**src/rtl/smon_pkg.sv**
```systemverilog
package smon_pkg;

  localparam int unsigned NUM_TEMP = 3;
  localparam int unsigned CAUSE_W  = 3;

  typedef enum logic [CAUSE_W-1:0] {
    CAUSE_NONE = 3'd0,
    CAUSE_T0   = 3'd1,
    CAUSE_T1   = 3'd2,
    CAUSE_T2   = 3'd3,
    CAUSE_OCUR = 3'd4
  } trip_cause_e;

endpackage

```
**src/rtl/smon_temp_cmp.sv**
```systemverilog
module smon_temp_cmp #(
  parameter int unsigned TEMP_W     = 12,
  parameter int unsigned NUM_CH     = 3,
  parameter int          TEMP_LIMIT = 850,
  localparam int unsigned IDX_W     = (NUM_CH > 1) ? $clog2(NUM_CH) : 1
) (
  input  logic signed [TEMP_W-1:0] temp_i [NUM_CH],
  output logic                     hot_o,
  output logic [IDX_W-1:0]         hot_idx_o
);

  logic [NUM_CH-1:0] over;

  // one comparator per channel
  for (genvar g = 0; g < NUM_CH; g++) begin : g_ch
    assign over[g] = (temp_i[g] > TEMP_LIMIT);
  end

  // lowest-numbered hot channel wins: scan downward so the last hit is lowest
  always_comb begin
    hot_idx_o = '0;
    for (int i = NUM_CH - 1; i >= 0; i--) begin
      if (over[i]) hot_idx_o = IDX_W'(i);
    end
    hot_o = |over;
  end

endmodule

```
**src/rtl/smon_ocur.sv**
```systemverilog
module smon_ocur #(
  parameter int unsigned CUR_W           = 16,
  parameter int unsigned PERSIST_SAMPLES = 10,
  localparam int unsigned PROD_W         = CUR_W + 3,
  localparam int unsigned CNT_W          = $clog2(PERSIST_SAMPLES + 2)
) (
  input  logic             clk,
  input  logic             rst_n,
  input  logic             sample_vld_i,
  input  logic             cap_i,
  input  logic [CUR_W-1:0] cur_i,
  output logic             oc_trip_o
);

  localparam logic [CNT_W-1:0] CNT_SAT = CNT_W'(PERSIST_SAMPLES);

  logic [CUR_W-1:0]  base_q, base_d;
  logic              bvalid_q, bvalid_d;
  logic [CNT_W-1:0]  cnt_q, cnt_d;
  logic [PROD_W-1:0] cur_x5, base_x6;
  logic              over;

  // exact 1.2x threshold: 5*cur > 6*base, built from shifts and adds
  always_comb begin
    cur_x5  = (PROD_W'(cur_i) << 2) + PROD_W'(cur_i);
    base_x6 = (PROD_W'(base_q) << 2) + (PROD_W'(base_q) << 1);
    over    = bvalid_q && (cur_x5 > base_x6);
  end

  // next state
  always_comb begin
    base_d   = base_q;
    bvalid_d = bvalid_q;
    cnt_d    = cnt_q;
    if (cap_i) begin
      base_d   = cur_i;
      bvalid_d = 1'b1;
      cnt_d    = '0;
    end else if (sample_vld_i) begin
      if (over) begin
        if (cnt_q != CNT_SAT) cnt_d = cnt_q + 1'b1;
      end else begin
        cnt_d = '0;
      end
    end
  end

  assign oc_trip_o = sample_vld_i && !cap_i && over && (cnt_q == CNT_SAT);

  // registers
  always_ff @(posedge clk or negedge rst_n) begin
    if (!rst_n) begin
      base_q   <= '0;
      bvalid_q <= 1'b0;
      cnt_q    <= '0;
    end else begin
      base_q   <= base_d;
      bvalid_q <= bvalid_d;
      cnt_q    <= cnt_d;
    end
  end

endmodule

```
**src/rtl/smon_trip_latch.sv**
```systemverilog
module smon_trip_latch #(
  parameter int unsigned IDX_W = 2
) (
  input  logic                     clk,
  input  logic                     rst_n,
  input  logic                     sample_vld_i,
  input  logic                     clr_i,
  input  logic                     hot_i,
  input  logic [IDX_W-1:0]         hot_idx_i,
  input  logic                     oc_trip_i,
  output logic                     sd_o,
  output smon_pkg::trip_cause_e    cause_o,
  output logic                     log_o
);

  import smon_pkg::*;

  logic        sd_q, sd_d;
  trip_cause_e cause_q, cause_d;
  logic        log_q, log_d;

  always_comb begin
    sd_d    = sd_q;
    cause_d = cause_q;
    log_d   = sample_vld_i;
    if (clr_i) begin
      sd_d    = 1'b0;
      cause_d = CAUSE_NONE;
    end else if (!sd_q && sample_vld_i) begin
      if (hot_i) begin
        sd_d    = 1'b1;
        cause_d = trip_cause_e'(CAUSE_W'(hot_idx_i) + CAUSE_W'(1));
      end else if (oc_trip_i) begin
        sd_d    = 1'b1;
        cause_d = CAUSE_OCUR;
      end
    end
  end

  always_ff @(posedge clk or negedge rst_n) begin
    if (!rst_n) begin
      sd_q    <= 1'b0;
      cause_q <= CAUSE_NONE;
      log_q   <= 1'b0;
    end else begin
      sd_q    <= sd_d;
      cause_q <= cause_d;
      log_q   <= log_d;
    end
  end

  assign sd_o    = sd_q;
  assign cause_o = cause_q;
  assign log_o   = log_q;

endmodule

```
**src/rtl/soak_trip_monitor.sv**
```systemverilog
module soak_trip_monitor #(
  parameter int unsigned TEMP_W          = 12,
  parameter int unsigned CUR_W           = 16,
  parameter int          TEMP_LIMIT      = 850,
  parameter int unsigned PERSIST_SAMPLES = 10
) (
  input  logic                     clk,
  input  logic                     rst_n,
  input  logic                     sample_vld,
  input  logic signed [TEMP_W-1:0] temp0,
  input  logic signed [TEMP_W-1:0] temp1,
  input  logic signed [TEMP_W-1:0] temp2,
  input  logic [CUR_W-1:0]         cur,
  input  logic                     baseline_cap,
  input  logic                     trip_clr,
  output logic                     shutdown_req,
  output logic [2:0]               trip_cause,
  output logic                     log_stb
);

  import smon_pkg::*;

  localparam int unsigned IDX_W = $clog2(NUM_TEMP);

  logic signed [TEMP_W-1:0] temps [NUM_TEMP];
  logic                     hot;
  logic [IDX_W-1:0]         hot_idx;
  logic                     oc_trip;
  trip_cause_e              cause;

  assign temps[0] = temp0;
  assign temps[1] = temp1;
  assign temps[2] = temp2;

  smon_temp_cmp #(
    .TEMP_W    (TEMP_W),
    .NUM_CH    (NUM_TEMP),
    .TEMP_LIMIT(TEMP_LIMIT)
  ) u_tcmp (
    .temp_i   (temps),
    .hot_o    (hot),
    .hot_idx_o(hot_idx)
  );

  smon_ocur #(
    .CUR_W          (CUR_W),
    .PERSIST_SAMPLES(PERSIST_SAMPLES)
  ) u_ocur (
    .clk         (clk),
    .rst_n       (rst_n),
    .sample_vld_i(sample_vld),
    .cap_i       (baseline_cap),
    .cur_i       (cur),
    .oc_trip_o   (oc_trip)
  );

  smon_trip_latch #(
    .IDX_W(IDX_W)
  ) u_latch (
    .clk         (clk),
    .rst_n       (rst_n),
    .sample_vld_i(sample_vld),
    .clr_i       (trip_clr),
    .hot_i       (hot),
    .hot_idx_i   (hot_idx),
    .oc_trip_i   (oc_trip),
    .sd_o        (shutdown_req),
    .cause_o     (cause),
    .log_o       (log_stb)
  );

  assign trip_cause = cause;

endmodule

```
**config.mk**
```make
export PLATFORM = sky130hd
export DESIGN_NAME = soak_trip_monitor
export DESIGN_NICKNAME = d
export VERILOG_FILES = /design/src/rtl/smon_pkg.sv /design/src/rtl/smon_temp_cmp.sv /design/src/rtl/smon_ocur.sv /design/src/rtl/smon_trip_latch.sv /design/src/rtl/soak_trip_monitor.sv
export SDC_FILE = /design/constraint.sdc
export NUM_CORES = 1
export LEC_CHECK = 0
export BUFFER_PORTS_ARGS = -buffer_cell sky130_fd_sc_hd__buf_2
export CORE_ASPECT_RATIO = 1.75
export CORE_UTILIZATION = 40
export DETAILED_ROUTE_END_ITERATION = 7
export PLACE_DENSITY = 0.67
export REMOVE_ABC_BUFFERS = 1
export SYNTH_ARGS = -nofsm -noshare
export SYNTH_HDL_FRONTEND = slang
export SYNTH_SLANG_ARGS = --single-unit
```
**constraint.sdc**
```tcl
create_clock -name clk -period 8.5 [get_ports clk]
set_input_delay 1.275 -clock clk [delete_from_list [all_inputs] [get_ports clk]]
set_output_delay 1.275 -clock clk [all_outputs]
set_load 0.005 [all_outputs]
```
==> impl_metrics.xml <==
<?xml version="1.0" encoding="UTF-8"?>
<metrics>
  <group name="outcome">
    <metric name="status" unit="">finished, final reports clean</metric>
  </group>
  <group name="placement">
    <metric name="io_buffers" unit="">61</metric>
    <metric name="place_worst_setup_slack" unit="ns">3.29</metric>
    <metric name="gp_routability_congestion" unit="">0.832</metric>
    <metric name="dp_hpwl" unit="µm">5810</metric>
  </group>
  <group name="global_routing">
    <metric name="pin_count_of_the_biggest_net_entering_global_routing" unit="">27</metric>
    <metric name="initial_antenna_violation_count" unit="">0</metric>
    <metric name="grt_remaining_overflow" unit="">0</metric>
    <metric name="track_usage" unit="">0.203</metric>
    <metric name="grt_pass1_vias" unit="">2667</metric>
    <metric name="grt_first_pass_wirelength" unit="µm">11800</metric>
  </group>
  <group name="power">
    <metric name="total_power_density_per_cell_area" unit="nW/µm²">165</metric>
    <metric name="peakVddDrop" unit="mV">0.0804</metric>
    <metric name="static-leakage-power" unit="nW">1.63</metric>
  </group>
  <group name="timing">
    <metric name="finalHoldViolations" unit="">0</metric>
    <metric name="final_critical_path_setup_slack" unit="ns">3.58</metric>
    <metric name="timing.clock.skew" unit="ns">0.00563</metric>
    <metric name="timing_max_transition_violations_final" unit="">0</metric>
    <metric name="period_needed" unit="ns">4.92</metric>
    <metric name="fin_setup_tns" unit="ns">0</metric>
    <metric name="timing.hold.ws" unit="ns">0.470</metric>
    <metric name="max_slew_margin" unit="">0.567</metric>
    <metric name="worst_pin_slew" unit="ns">0.650</metric>
    <metric name="setup_viol" unit="">0</metric>
    <metric name="layout_worst_path_cycle_share" unit="">0.579</metric>
    <metric name="timing.fmax" unit="MHz">203</metric>
    <metric name="grt_setup_unrepaired" unit="">false</metric>
  </group>
  <group name="final_layout">
    <metric name="finish.utilization" unit="">0.488</metric>
    <metric name="insertedDiodeCount" unit="">0</metric>
    <metric name="area_delta_synth_final" unit="%">17.0</metric>
    <metric name="nFillCells" unit="">679</metric>
    <metric name="finalNetCount" unit="">495</metric>
    <metric name="drive_gt1_frac" unit="">0.221</metric>
  </group>
  <group name="cts">
    <metric name="worst_skew_pair_later_pin_latency" unit="ns">0.27</metric>
    <metric name="cts.sinks" unit="">26</metric>
    <metric name="cts-resized-gates" unit="">0</metric>
    <metric name="worst_setup_hold_path_clk_slew" unit="ns">0.07</metric>
    <metric name="max-clock-path-buffers" unit="">2</metric>
    <metric name="cts.htree.levels" unit="">1</metric>
    <metric name="post_cts.repair.setup_buffers" unit="">0</metric>
    <metric name="holdBufCountCts" unit="">0</metric>
    <metric name="cts-buffers-inserted" unit="">3</metric>
    <metric name="cts_tree" unit="">done</metric>
    <metric name="cts.root.buffer_cell" unit="">sky130_fd_sc_hd__clkbuf_16</metric>
  </group>
  <group name="synth">
    <metric name="synth_enable_flop_cells" unit="">0</metric>
    <metric name="synthDominantAreaCellType" unit="">sky130_fd_sc_hd__dfrtp_1</metric>
    <metric name="postSynthRegisterBits" unit="">26</metric>
    <metric name="postSynthAreaPerCell" unit="µm²">9.04</metric>
    <metric name="mappedNetlistArea" unit="µm²">2900</metric>
    <metric name="netlist_top_cells_area" unit="">sky130_fd_sc_hd__dfrtp_1 22%, sky130_fd_sc_hd__ha_1 22%, sky130_fd_sc_hd__xnor2_1 6.0%, sky130_fd_sc_hd__mux2_2 5.8%, sky130_fd_sc_hd__a21oi_1 4.8%</metric>
    <metric name="yosys.cell_count.top_type" unit="">sky130_fd_sc_hd__ha_1</metric>
    <metric name="ys.flop_type" unit="">sky130_fd_sc_hd__dfrtp_1</metric>
    <metric name="synth_cell_type_count" unit="">49</metric>
    <metric name="synth_common_cells" unit="">51 x sky130_fd_sc_hd__ha_1, 28 x sky130_fd_sc_hd__a21oi_1, 26 x sky130_fd_sc_hd__dfrtp_1</metric>
    <metric name="yosys_warnings" unit="">0</metric>
    <metric name="yosysSeqAreaShare" unit="">0.224</metric>
    <metric name="syn_inst" unit="">321</metric>
    <metric name="ys_async_sr_fraction" unit="">1.00</metric>
    <metric name="yosys_top_cell_area_share" unit="">0.224</metric>
  </group>
  <group name="min_path">
    <metric name="worstHoldPathType" unit="">reg -&gt; reg</metric>
    <metric name="worst_hold_path.num_cells" unit="">1</metric>
  </group>
  <group name="floorplanning">
    <metric name="ios" unit="">62</metric>
    <metric name="die-area" unit="µm²">7610</metric>
    <metric name="core_region_area" unit="µm²">6960</metric>
    <metric name="start_util" unit="">0.417</metric>
    <metric name="die_w" unit="µm">66.4</metric>
    <metric name="placement_rows" unit="">40</metric>
    <metric name="floorplan.die.height" unit="µm">115</metric>
  </group>
  <group name="flow_run">
    <metric name="number_of_max_cap_violations" unit="">0</metric>
  </group>
  <group name="critical_path">
    <metric name="maximum_fanout_encountered_on_the_critical_timing_path" unit="">7</metric>
    <metric name="timing.critical_path.arrival" unit="ns">5.13</metric>
    <metric name="timing.setup.critical_path_class" unit="">in -&gt; reg</metric>
    <metric name="r2r_cells" unit="">17</metric>
    <metric name="timing.critical_path.from_type" unit="">primary input</metric>
    <metric name="crit_path_end_kind" unit="">flip-flop</metric>
    <metric name="required" unit="ns">8.70</metric>
  </group>
  <group name="route">
    <metric name="route.detailed.vias_per_inst" unit="">5.62</metric>
    <metric name="final_antenna_net_count" unit="">0</metric>
    <metric name="drt_wl_total" unit="µm">7000</metric>
    <metric name="drt-pass1-iter-count" unit="">4</metric>
    <metric name="vias" unit="">2632</metric>
    <metric name="drcViolationCount" unit="">0</metric>
    <metric name="avgRoutedWirePerCell" unit="µm">15.0</metric>
    <metric name="dr.first_iter.drc_count" unit="">85</metric>
  </group>
</metrics>
## per-stage QoR
step | power, mW | std cells | area, µm²
final | 0.560 | 468 | 3390
after global routing | 0.613 | 468 | 3390
after CTS | 0.567 | 468 | 3390
after detailed placement | 0.444 | 464 | 3300
after global placement | 0.437 | 464 | 3300
after floorplan | 0.365 | 319 | 2890
## flip-flops by register name (all words and copies together) (netlist names)
| signal | flops |
|---|---|
| u_latch.cause_o | 3 |
| u_latch.log_o | 1 |
| u_ocur.cnt_q | 4 |
| u_ocur.bvalid_q | 1 |
| u_latch.sd_o | 1 |
| u_ocur.base_q | 16 |
## cell families after synthesis
kind of cell	synth area share
buffers and inverters	0.0272
adders and majority gates	0.234
and+or+nand+nor	0.135
xor gates and xnor gates	0.0815
DFF	0.224
muxes	0.0582
AOI/OAI and AO/OA	0.239
## worst max-delay path, stage by stage
cell and delay, ns:
sky130_fd_sc_hd__buf_2 0.12, sky130_fd_sc_hd__ha_1 0.23, sky130_fd_sc_hd__fa_1 0.41, sky130_fd_sc_hd__a21o_1 0.17, sky130_fd_sc_hd__a21oi_1 0.26, sky130_fd_sc_hd__o21ai_0 0.16, sky130_fd_sc_hd__a31oi_1 0.23, sky130_fd_sc_hd__o21ai_0 0.11
sky130_fd_sc_hd__a21oi_1 0.22, sky130_fd_sc_hd__nor2_1 0.08, sky130_fd_sc_hd__ha_1 0.31, sky130_fd_sc_hd__and3_1 0.20, sky130_fd_sc_hd__nand4_1 0.12, sky130_fd_sc_hd__nor4_1 0.07, sky130_fd_sc_hd__a311o_1 0.33, sky130_fd_sc_hd__a31o_4 0.24
sky130_fd_sc_hd__o41ai_4 0.34, sky130_fd_sc_hd__o221a_1 0.24
## metal layers
metal / up-vias / wire (µm) / GRT usage
met5: - / 0 / 0
met4: 0 / 252 / 0.0950
met1: 1246 / 2700 / 0.216
met2: 46 / 3910 / 0.383
li1: 1322 / - / -
met3: 18 / 136 / 0.0189
## power breakdown
group          internal (mW)  total [mW]  switching [mW]
Sequential             0.135       0.147          0.0116
Clock                 0.0722       0.119          0.0468
Combinational          0.137       0.294           0.157
## final cells by class
| type | count | area, µm² | share of cell area |
|---|---|---|---|
| Multi-Input combinational cell | 274 | 2170 | 0.640 |
| Timing Repair Buffer | 61 | 305 | 0.0900 |
| Clock buffer | 4 | 88.8 | 0.0262 |
| Tap cell | 84 | 105 | 0.0310 |
| Inverter | 19 | 71.3 | 0.0210 |
| Sequential cell | 26 | 651 | 0.192 |
## worst paths after layout
kind	startpoint	to	slack [ns]
hold / removal	u_ocur.bvalid_q	u_ocur.bvalid_q	0.47
max in group asynchronous	rst_n	u_ocur.base_q[2]	7.05
setup / recovery	cur[0]	u_latch.cause_o[2]	3.58
hold reg to reg	u_ocur.bvalid_q	u_ocur.bvalid_q	0.47
setup reg to reg	u_ocur.base_q[1]	u_latch.cause_o[2]	4.30
min in group asynchronous	rst_n	u_ocur.base_q[12]	1.03
## placed cells by master (no fill, tap or decap), drive strengths merged, types with 6 or more instances in the layout
cell type	Yosys	layout
a21o	7	7
xor2	7	7
dfrtp	26	26
xnor2	20	20
nor2b	6	6
o21a	6	6
nor2	17	17
inv	19	19
nand2	19	19
o21bai	8	8
nor3	6	6
a21oi	28	28
o21ai	22	22
buf	2	61
ha	51	51
mux2	15	15
Note: power is estimated with default switching activity, not from simulation.
